**src/rtl/ee2w_pkg.sv**
```systemverilog
package ee2w_pkg;

   typedef enum logic [3:0] {
      S_IDLE,
      S_DEV,
      S_DEV_ACK,
      S_ADDR,
      S_ADDR_ACK,
      S_WDATA,
      S_WDATA_ACK,
      S_RDATA,
      S_RACK
   } ee2w_state_e;

endpackage

```
**src/rtl/ee2w_linesync.sv**
```systemverilog
module ee2w_linesync #(
   parameter int STAGES = 2
) (
   input  logic clk,
   input  logic rst_n,
   input  logic scl_in,
   input  logic sda_in,
   output logic scl_q,
   output logic sda_q,
   output logic scl_rise,
   output logic scl_fall,
   output logic start_seen,
   output logic stop_seen
);

   if (STAGES < 2) begin : g_bad_stages
      $error("ee2w_linesync: STAGES must be at least 2");
   end

   logic [1:0] raw;
   logic [1:0] synced;
   logic       scl_p, sda_p;

   assign raw = {scl_in, sda_in};

   for (genvar g = 0; g < 2; g++) begin : g_line
      logic [STAGES-1:0] chain;
      always_ff @(posedge clk) begin
         if (!rst_n) chain <= '1;
         else        chain <= {chain[STAGES-2:0], raw[g]};
      end
      assign synced[g] = chain[STAGES-1];
   end

   assign scl_q = synced[1];
   assign sda_q = synced[0];

   always_ff @(posedge clk) begin
      if (!rst_n) begin
         scl_p <= 1'b1;
         sda_p <= 1'b1;
      end else begin
         scl_p <= scl_q;
         sda_p <= sda_q;
      end
   end

   assign scl_rise   = scl_q & ~scl_p;
   assign scl_fall   = ~scl_q & scl_p;
   assign start_seen = scl_q & scl_p & sda_p & ~sda_q;
   assign stop_seen  = scl_q & scl_p & ~sda_p & sda_q;

endmodule

```
**src/rtl/ee2w_mem.sv**
```systemverilog
module ee2w_mem #(
   parameter int AW = 8,
   parameter int DW = 8
) (
   input  logic          clk,
   input  logic          we,
   input  logic [AW-1:0] waddr,
   input  logic [DW-1:0] wdata,
   input  logic [AW-1:0] raddr,
   output logic [DW-1:0] rdata
);

   localparam int DEPTH = 1 << AW;

   logic [DW-1:0] cells [DEPTH];

   always_ff @(posedge clk) begin
      if (we) cells[waddr] <= wdata;
   end

   assign rdata = cells[raddr];

endmodule

```
**src/rtl/ee2w_progtimer.sv**
```systemverilog
module ee2w_progtimer #(
   parameter int CYCLES = 20000
) (
   input  logic clk,
   input  logic rst_n,
   input  logic kick,
   output logic busy
);

   if (CYCLES < 1) begin : g_bad_cycles
      $error("ee2w_progtimer: CYCLES must be at least 1");
   end

   localparam int CW = $clog2(CYCLES + 1);

   logic [CW-1:0] remain;

   always_ff @(posedge clk) begin
      if (!rst_n)            remain <= '0;
      else if (kick)         remain <= CW'(CYCLES);
      else if (remain != '0) remain <= remain - CW'(1);
   end

   assign busy = (remain != '0);

endmodule

```
**src/rtl/ee2w_slave.sv**
```systemverilog
module ee2w_slave #(
   parameter int         AW          = 8,
   parameter int         DW          = 8,
   parameter int         PAGE_BYTES  = 8,
   parameter int         PROG_CYCLES = 20000,
   parameter int         SYNC_STAGES = 2,
   parameter logic [3:0] DEV_TYPE    = 4'b1010
) (
   input  logic       clk,
   input  logic       rst_n,
   input  logic       scl_in,
   input  logic       sda_in,
   input  logic [2:0] strap,
   input  logic       wp_in,
   output logic       sda_pull_low
);

   import ee2w_pkg::*;

   localparam int          DEPTH        = 1 << AW;
   localparam int          PW           = $clog2(PAGE_BYTES);
   localparam logic [AW-1:0] PAGE_HI_MASK = (PAGE_BYTES == DEPTH) ? '0 : ~AW'(PAGE_BYTES - 1);

   if (DW != 8) begin : g_bad_dw
      $error("ee2w_slave: the bus moves 8-bit words, DW must be 8");
   end
   if (AW > DW || AW < 1) begin : g_bad_aw
      $error("ee2w_slave: word address must fit one bus byte");
   end
   if (PAGE_BYTES < 2 || PAGE_BYTES > DEPTH || (PAGE_BYTES & (PAGE_BYTES - 1)) != 0) begin : g_bad_page
      $error("ee2w_slave: PAGE_BYTES must be a power of two within the array");
   end

   logic scl_q, sda_q, scl_rise, scl_fall, start_seen, stop_seen;

   ee2w_linesync #(.STAGES(SYNC_STAGES)) u_sync (
      .clk(clk), .rst_n(rst_n), .scl_in(scl_in), .sda_in(sda_in),
      .scl_q(scl_q), .sda_q(sda_q), .scl_rise(scl_rise), .scl_fall(scl_fall),
      .start_seen(start_seen), .stop_seen(stop_seen)
   );

   ee2w_state_e   state;
   logic [3:0]    bitcnt;
   logic [7:0]    shreg;
   logic [7:0]    txreg;
   logic          rw_q, pull_q, wrote_q, mack_q;
   logic [AW-1:0] addr_q, page_next;
   logic [DW-1:0] rdata;
   logic          mem_we, busy, kick, byte_done, dev_hit;

   if (PAGE_BYTES == DEPTH) begin : g_flat
      assign page_next = addr_q + AW'(1);
   end else begin : g_paged
      assign page_next = {addr_q[AW-1:PW], addr_q[PW-1:0] + PW'(1)};
   end

   assign byte_done = scl_fall && (bitcnt == 4'd8);
   assign dev_hit   = (shreg[7:1] == {DEV_TYPE, strap}) && !busy;
   assign mem_we    = (state == S_WDATA) && byte_done && !wp_in;
   assign kick      = (stop_seen || start_seen) && wrote_q;

   ee2w_mem #(.AW(AW), .DW(DW)) u_mem (
      .clk(clk), .we(mem_we), .waddr(addr_q), .wdata(shreg),
      .raddr(addr_q), .rdata(rdata)
   );

   ee2w_progtimer #(.CYCLES(PROG_CYCLES)) u_timer (
      .clk(clk), .rst_n(rst_n), .kick(kick), .busy(busy)
   );

   always_ff @(posedge clk) begin
      if (!rst_n) begin
         state   <= S_IDLE;
         bitcnt  <= '0;
         shreg   <= '0;
         txreg   <= '0;
         rw_q    <= 1'b0;
         pull_q  <= 1'b0;
         wrote_q <= 1'b0;
         mack_q  <= 1'b0;
         addr_q  <= '0;
      end else if (stop_seen) begin
         state   <= S_IDLE;
         pull_q  <= 1'b0;
         wrote_q <= 1'b0;
      end else if (start_seen) begin
         state   <= S_DEV;
         bitcnt  <= '0;
         pull_q  <= 1'b0;
         wrote_q <= 1'b0;
      end else begin
         case (state)
            S_DEV, S_ADDR, S_WDATA: begin
               if (scl_rise) begin
                  shreg  <= {shreg[6:0], sda_q};
                  bitcnt <= bitcnt + 4'd1;
               end
               if (byte_done) begin
                  bitcnt <= '0;
                  if (state == S_DEV) begin
                     if (dev_hit) begin
                        pull_q <= 1'b1;
                        rw_q   <= shreg[0];
                        state  <= S_DEV_ACK;
                     end else begin
                        state  <= S_IDLE;
                     end
                  end else if (state == S_ADDR) begin
                     addr_q <= shreg[AW-1:0];
                     pull_q <= 1'b1;
                     state  <= S_ADDR_ACK;
                  end else begin
                     addr_q <= page_next;
                     if (!wp_in) wrote_q <= 1'b1;
                     pull_q <= 1'b1;
                     state  <= S_WDATA_ACK;
                  end
               end
            end
            S_DEV_ACK: begin
               if (scl_fall) begin
                  bitcnt <= '0;
                  if (rw_q) begin
                     txreg  <= rdata;
                     pull_q <= ~rdata[7];
                     addr_q <= addr_q + AW'(1);
                     state  <= S_RDATA;
                  end else begin
                     pull_q <= 1'b0;
                     state  <= S_ADDR;
                  end
               end
            end
            S_ADDR_ACK, S_WDATA_ACK: begin
               if (scl_fall) begin
                  pull_q <= 1'b0;
                  state  <= S_WDATA;
               end
            end
            S_RDATA: begin
               if (scl_rise) bitcnt <= bitcnt + 4'd1;
               if (scl_fall) begin
                  if (bitcnt == 4'd8) begin
                     pull_q <= 1'b0;
                     state  <= S_RACK;
                  end else begin
                     txreg  <= {txreg[6:0], 1'b0};
                     pull_q <= ~txreg[6];
                  end
               end
            end
            S_RACK: begin
               if (scl_rise) mack_q <= ~sda_q;
               if (scl_fall) begin
                  if (mack_q) begin
                     txreg  <= rdata;
                     pull_q <= ~rdata[7];
                     addr_q <= addr_q + AW'(1);
                     bitcnt <= '0;
                     state  <= S_RDATA;
                  end else begin
                     state  <= S_IDLE;
                  end
               end
            end
            default: state <= S_IDLE;
         endcase
      end
   end

   assign sda_pull_low = pull_q;

endmodule

```
**config.mk**
```make
export PLATFORM = sky130hd
export DESIGN_NAME = ee2w_slave
export DESIGN_NICKNAME = d
export VERILOG_FILES = /design/src/rtl/ee2w_pkg.sv /design/src/rtl/ee2w_linesync.sv /design/src/rtl/ee2w_mem.sv /design/src/rtl/ee2w_progtimer.sv /design/src/rtl/ee2w_slave.sv
export SDC_FILE = /design/constraint.sdc
export NUM_CORES = 2
export LEC_CHECK = 0
export ABC_AREA = 1
export ABC_CLOCK_PERIOD_IN_PS = 12300
export CORE_UTILIZATION = 40
export CTS_BUF_LIST = sky130_fd_sc_hd__clkbuf_4 sky130_fd_sc_hd__clkbuf_8
export DETAILED_ROUTE_END_ITERATION = 7
export DONT_BUFFER_PORTS = 1
export GPL_TIMING_DRIVEN = 1
export SLEW_MARGIN = 20
export SYNTH_ARGS = -nofsm -noshare
export SYNTH_HDL_FRONTEND = slang
export SYNTH_HIERARCHICAL = 1
export SYNTH_SLANG_ARGS = --single-unit
```
**constraint.sdc**
```tcl
create_clock -name clk -period 12.3 [get_ports clk]
set_clock_uncertainty 0.15 [all_clocks]
set_input_delay 2.46 -clock clk [delete_from_list [all_inputs] [get_ports clk]]
set_output_delay 2.46 -clock clk [all_outputs]
set_load 0.03 [all_outputs]
```
==> metrics.md <==
| Metric | Value |
|---|---|
| CP Cell Sequence | `buf_4, buf_12, buf_4, buf_4, nand2_1, nand3_1, nand3_1, nand3_1, nand3_1, nand3_1, nand3_1, nand2_1, nand2_1, nand2_1, a21oi_1, nor2_1, nand3_1, nand2_1, nor2_1` |
| Power per cell area | `158 nW/um^2` |
| First-pass GRT wire length | `357000 um` |
| Starting density of the core | `40.3%` |
| Full die area | `218000 um^2` |
| Hold/Removal Path Class | `reg2reg` |
| I/O pins | `9` |
| Max-cap violation count | `0` |
| Synthesized cell area | `86500 um^2` |
| GRT Overall Usage | `21.8%` |
| Achievable Freq | `178 MHz` |
| Total Neg Setup Slack | `0 ns` |
| Share of the synthesized area in the top cell type | `71.1%` |
| Startpoint type of the worst setup path | `flip-flop` |
| Final period utilization | `45.7%` |
| Fraction of registers with async set/reset | `0%` |
| Most common cell after layout, fill and taps aside | `nand2_1` |
| Dominant cell type by area after synthesis | `edfxtp_1` |
| Vias in the first global route | `55600` |
| Slew margin rel. | `13.2%` |
| Core area | `215000 um^2` |
| Largest net degree at the start of global routing | `207` |
| Gr ovfl total | `0` |
| Avg Inst Size Synth | `11.5 um^2` |
| Post-synth EDFFs | `2048` |
| Worst vdd ir | `0.122 mV` |
| Synth cell types | `37` |
| Post-detail-place hpwl | `135000 um` |
| Clk sink count | `2104` |
| Net Count, Synth | `7528` |
| Worst path max stage delay | `0.73 ns` |
| Final ANT Viol Nets | `0` |
| Hold buffers post-CTS | `0` |
| Crit path DAT | `6.41 ns` |
| Largest cells by area after synthesis | `edfxtp_1 71%, nand3_1 12%, nand2_1 9.9%` |
| Status | `finished, final reports clean` |
| Clock buffer depth | `4` |
| Max FO, Critical Path | `175` |
| Most frequent cells in the layout | `2267 x nand2_1, 2048 x edfxtp_1, 2035 x nand3_1, 383 x nor2_1, 369 x clkbuf_8` |
| Crit path time final | `5.62 ns` |
| Critical Path Sink Type | `flip-flop` |
| First-pass DRT Iterations | `8` |
| FF+latch count, synth | `2104` |
| Clock root cell | `clkbuf_8` |
| Nets | `7481` |
| Critical path's most frequent cell | `nand3_1` |
| Post-CTS Setup Inserts | `0` |
| Actual slew at the worst max-slew pin | `1.30 ns` |
| Post-CTS Resized | `0` |
| Tot Pwr | `0.0151 W` |
| Synthesis warning total | `6` |
| Area grow syn2layout | `10.1%` |
| Leak | `31.6 nW` |
| Top_reg_cell synth | `edfxtp_1` |
| Final Hold Fails | `0` |
| Worst-skew pair later-pin latency | `1.06 ns` |
| Num rows | `170` |
| Drt wl/cell | `22.8 um` |
| Worst-path clk slew | `0.07 ns` |
| First-iteration detailed-routing DRC count | `6658` |
| Vias | `58100` |
| FF-to-FF setup slack | `6.68 ns` |
| Port bufs | `0` |
| Routability cong. | `0.860` |
| Die Wd | `467 um` |
| Unrepaired setup endpoints after global routing | `false` |
| Setup violations, final | `0` |
| Layout cell share with drive strength beyond 1 | `8.93%` |
| Slowest-stage cell, CP | `buf_4` |
| Sequential area share after synthesis | `72.4%` |
| Die H | `467 um` |
| Initial antenna violation count | `6` |
| Max-slew violation count | `0` |
| H-tree depth | `5` |
| DR DRC count | `0` |
| DR vias/cell | `5.49` |
| WS Path Type | `reg2reg` |
| Critical Path RT | `13.09 ns` |
| Number of CTS-inserted buffers | `360` |
| Final WL | `242000 um` |
| TritonCTS clock tree | `built` |
| Mapped Cells | `7515` |
cells in the mapped netlist, types with 25 or more instances:
library cell and n:
inv_1 95, buf_2 270, buf_1 40, nand2_1 2277, buf_4 47, edfxtp_1 2048, dfxtp_1 56, nor2_1 384
clkbuf_1 116, a21oi_1 25, nand3_1 2035
layer usage:
layer  wire (um)  GRT usage (%)  part of all wire [%]  up-vias
met5           0              0                     0        -
met4        8010           8.14                   3.3        0
met3       20700           3.56                   8.6      496
met2      112000           34.4                    47     2760
met1      100000           30.4                    42    28400
li1            -              -                     -    26400
per-stage QoR:
step	setup WS, ns	area [um^2]	hold slack, ns	util, %	cells
CTS	6.72	95200	0.268	44.4	10600
floorplan	7.55	86500	0.230	-	7515
finish	6.68	95200	0.262	44.4	10600
detailed placement	6.72	88400	0.254	41.2	9944
global route	6.26	95200	0.286	44.4	10600
global placement	6.68	88300	0.250	41.2	9942
cells by family (layout without fill, tap and decap cells):
group,Yosys count,in the layout,share of synthesized area (%)
simple gates,4744,4744,23.7
buf+inv,598,813,3.36
compound gates,55,55,0.346
flops,2104,2104,72.4
xor+xnor,9,9,0.0912
fa+ha+maj,5,5,0.0723
other cells,0,5,0
sequential cells by signal (all words and copies together) (netlist names), 4 cells and up:
signal / cells
state: 4
addr_q: 8
bitcnt: 4
u_sync/g_line.chain: 4
u_mem/cells: 2048
shreg: 8
txreg: 7
u_timer/remain: 15
final cells by class:
class	count	area (um^2)
fillers	19500	119000
well taps	2838	3550
multi-input cells	4813	21000
clock buffers	462	5780
inverters	106	432
diodes	5	12.5
repair buffers	83	756
flip-flops and latches	2104	62700
clock inverters	162	1060
critical path: cells and delay by family (launching register included):
| kind | cells | cell delay, ns |
|---|---|---|
| AO/OA/AOI/OAI | 1 | 0.06 |
| buffers and inverters | 4 | 2.73 |
| AND/OR/NAND/NOR | 14 | 1.63 |
| flip-flops | 1 | 0.71 |
power breakdown:
| part | internal [W] | leakage, nW | switching (W) |
|---|---|---|---|
| sequential | 0.00777 | 14.8 | 0.0000408 |
| clock | 0.00333 | 3.62 | 0.00278 |
| combinational | 0.000320 | 13.2 | 0.000818 |
worst paths after layout:
| kind | startpoint | endpoint | cells after the start |
|---|---|---|---|
| max reg2reg | addr_q[0] | sda_pull_low | 19 |
| max | addr_q[0] | sda_pull_low | 19 |
| min | u_sync/g_line[0].chain[0] | u_sync/g_line[0].chain[1] | 2 |
| min reg2reg | u_sync/g_line[0].chain[0] | u_sync/g_line[0].chain[1] | 2 |
(Power assumes the default switching activity.)
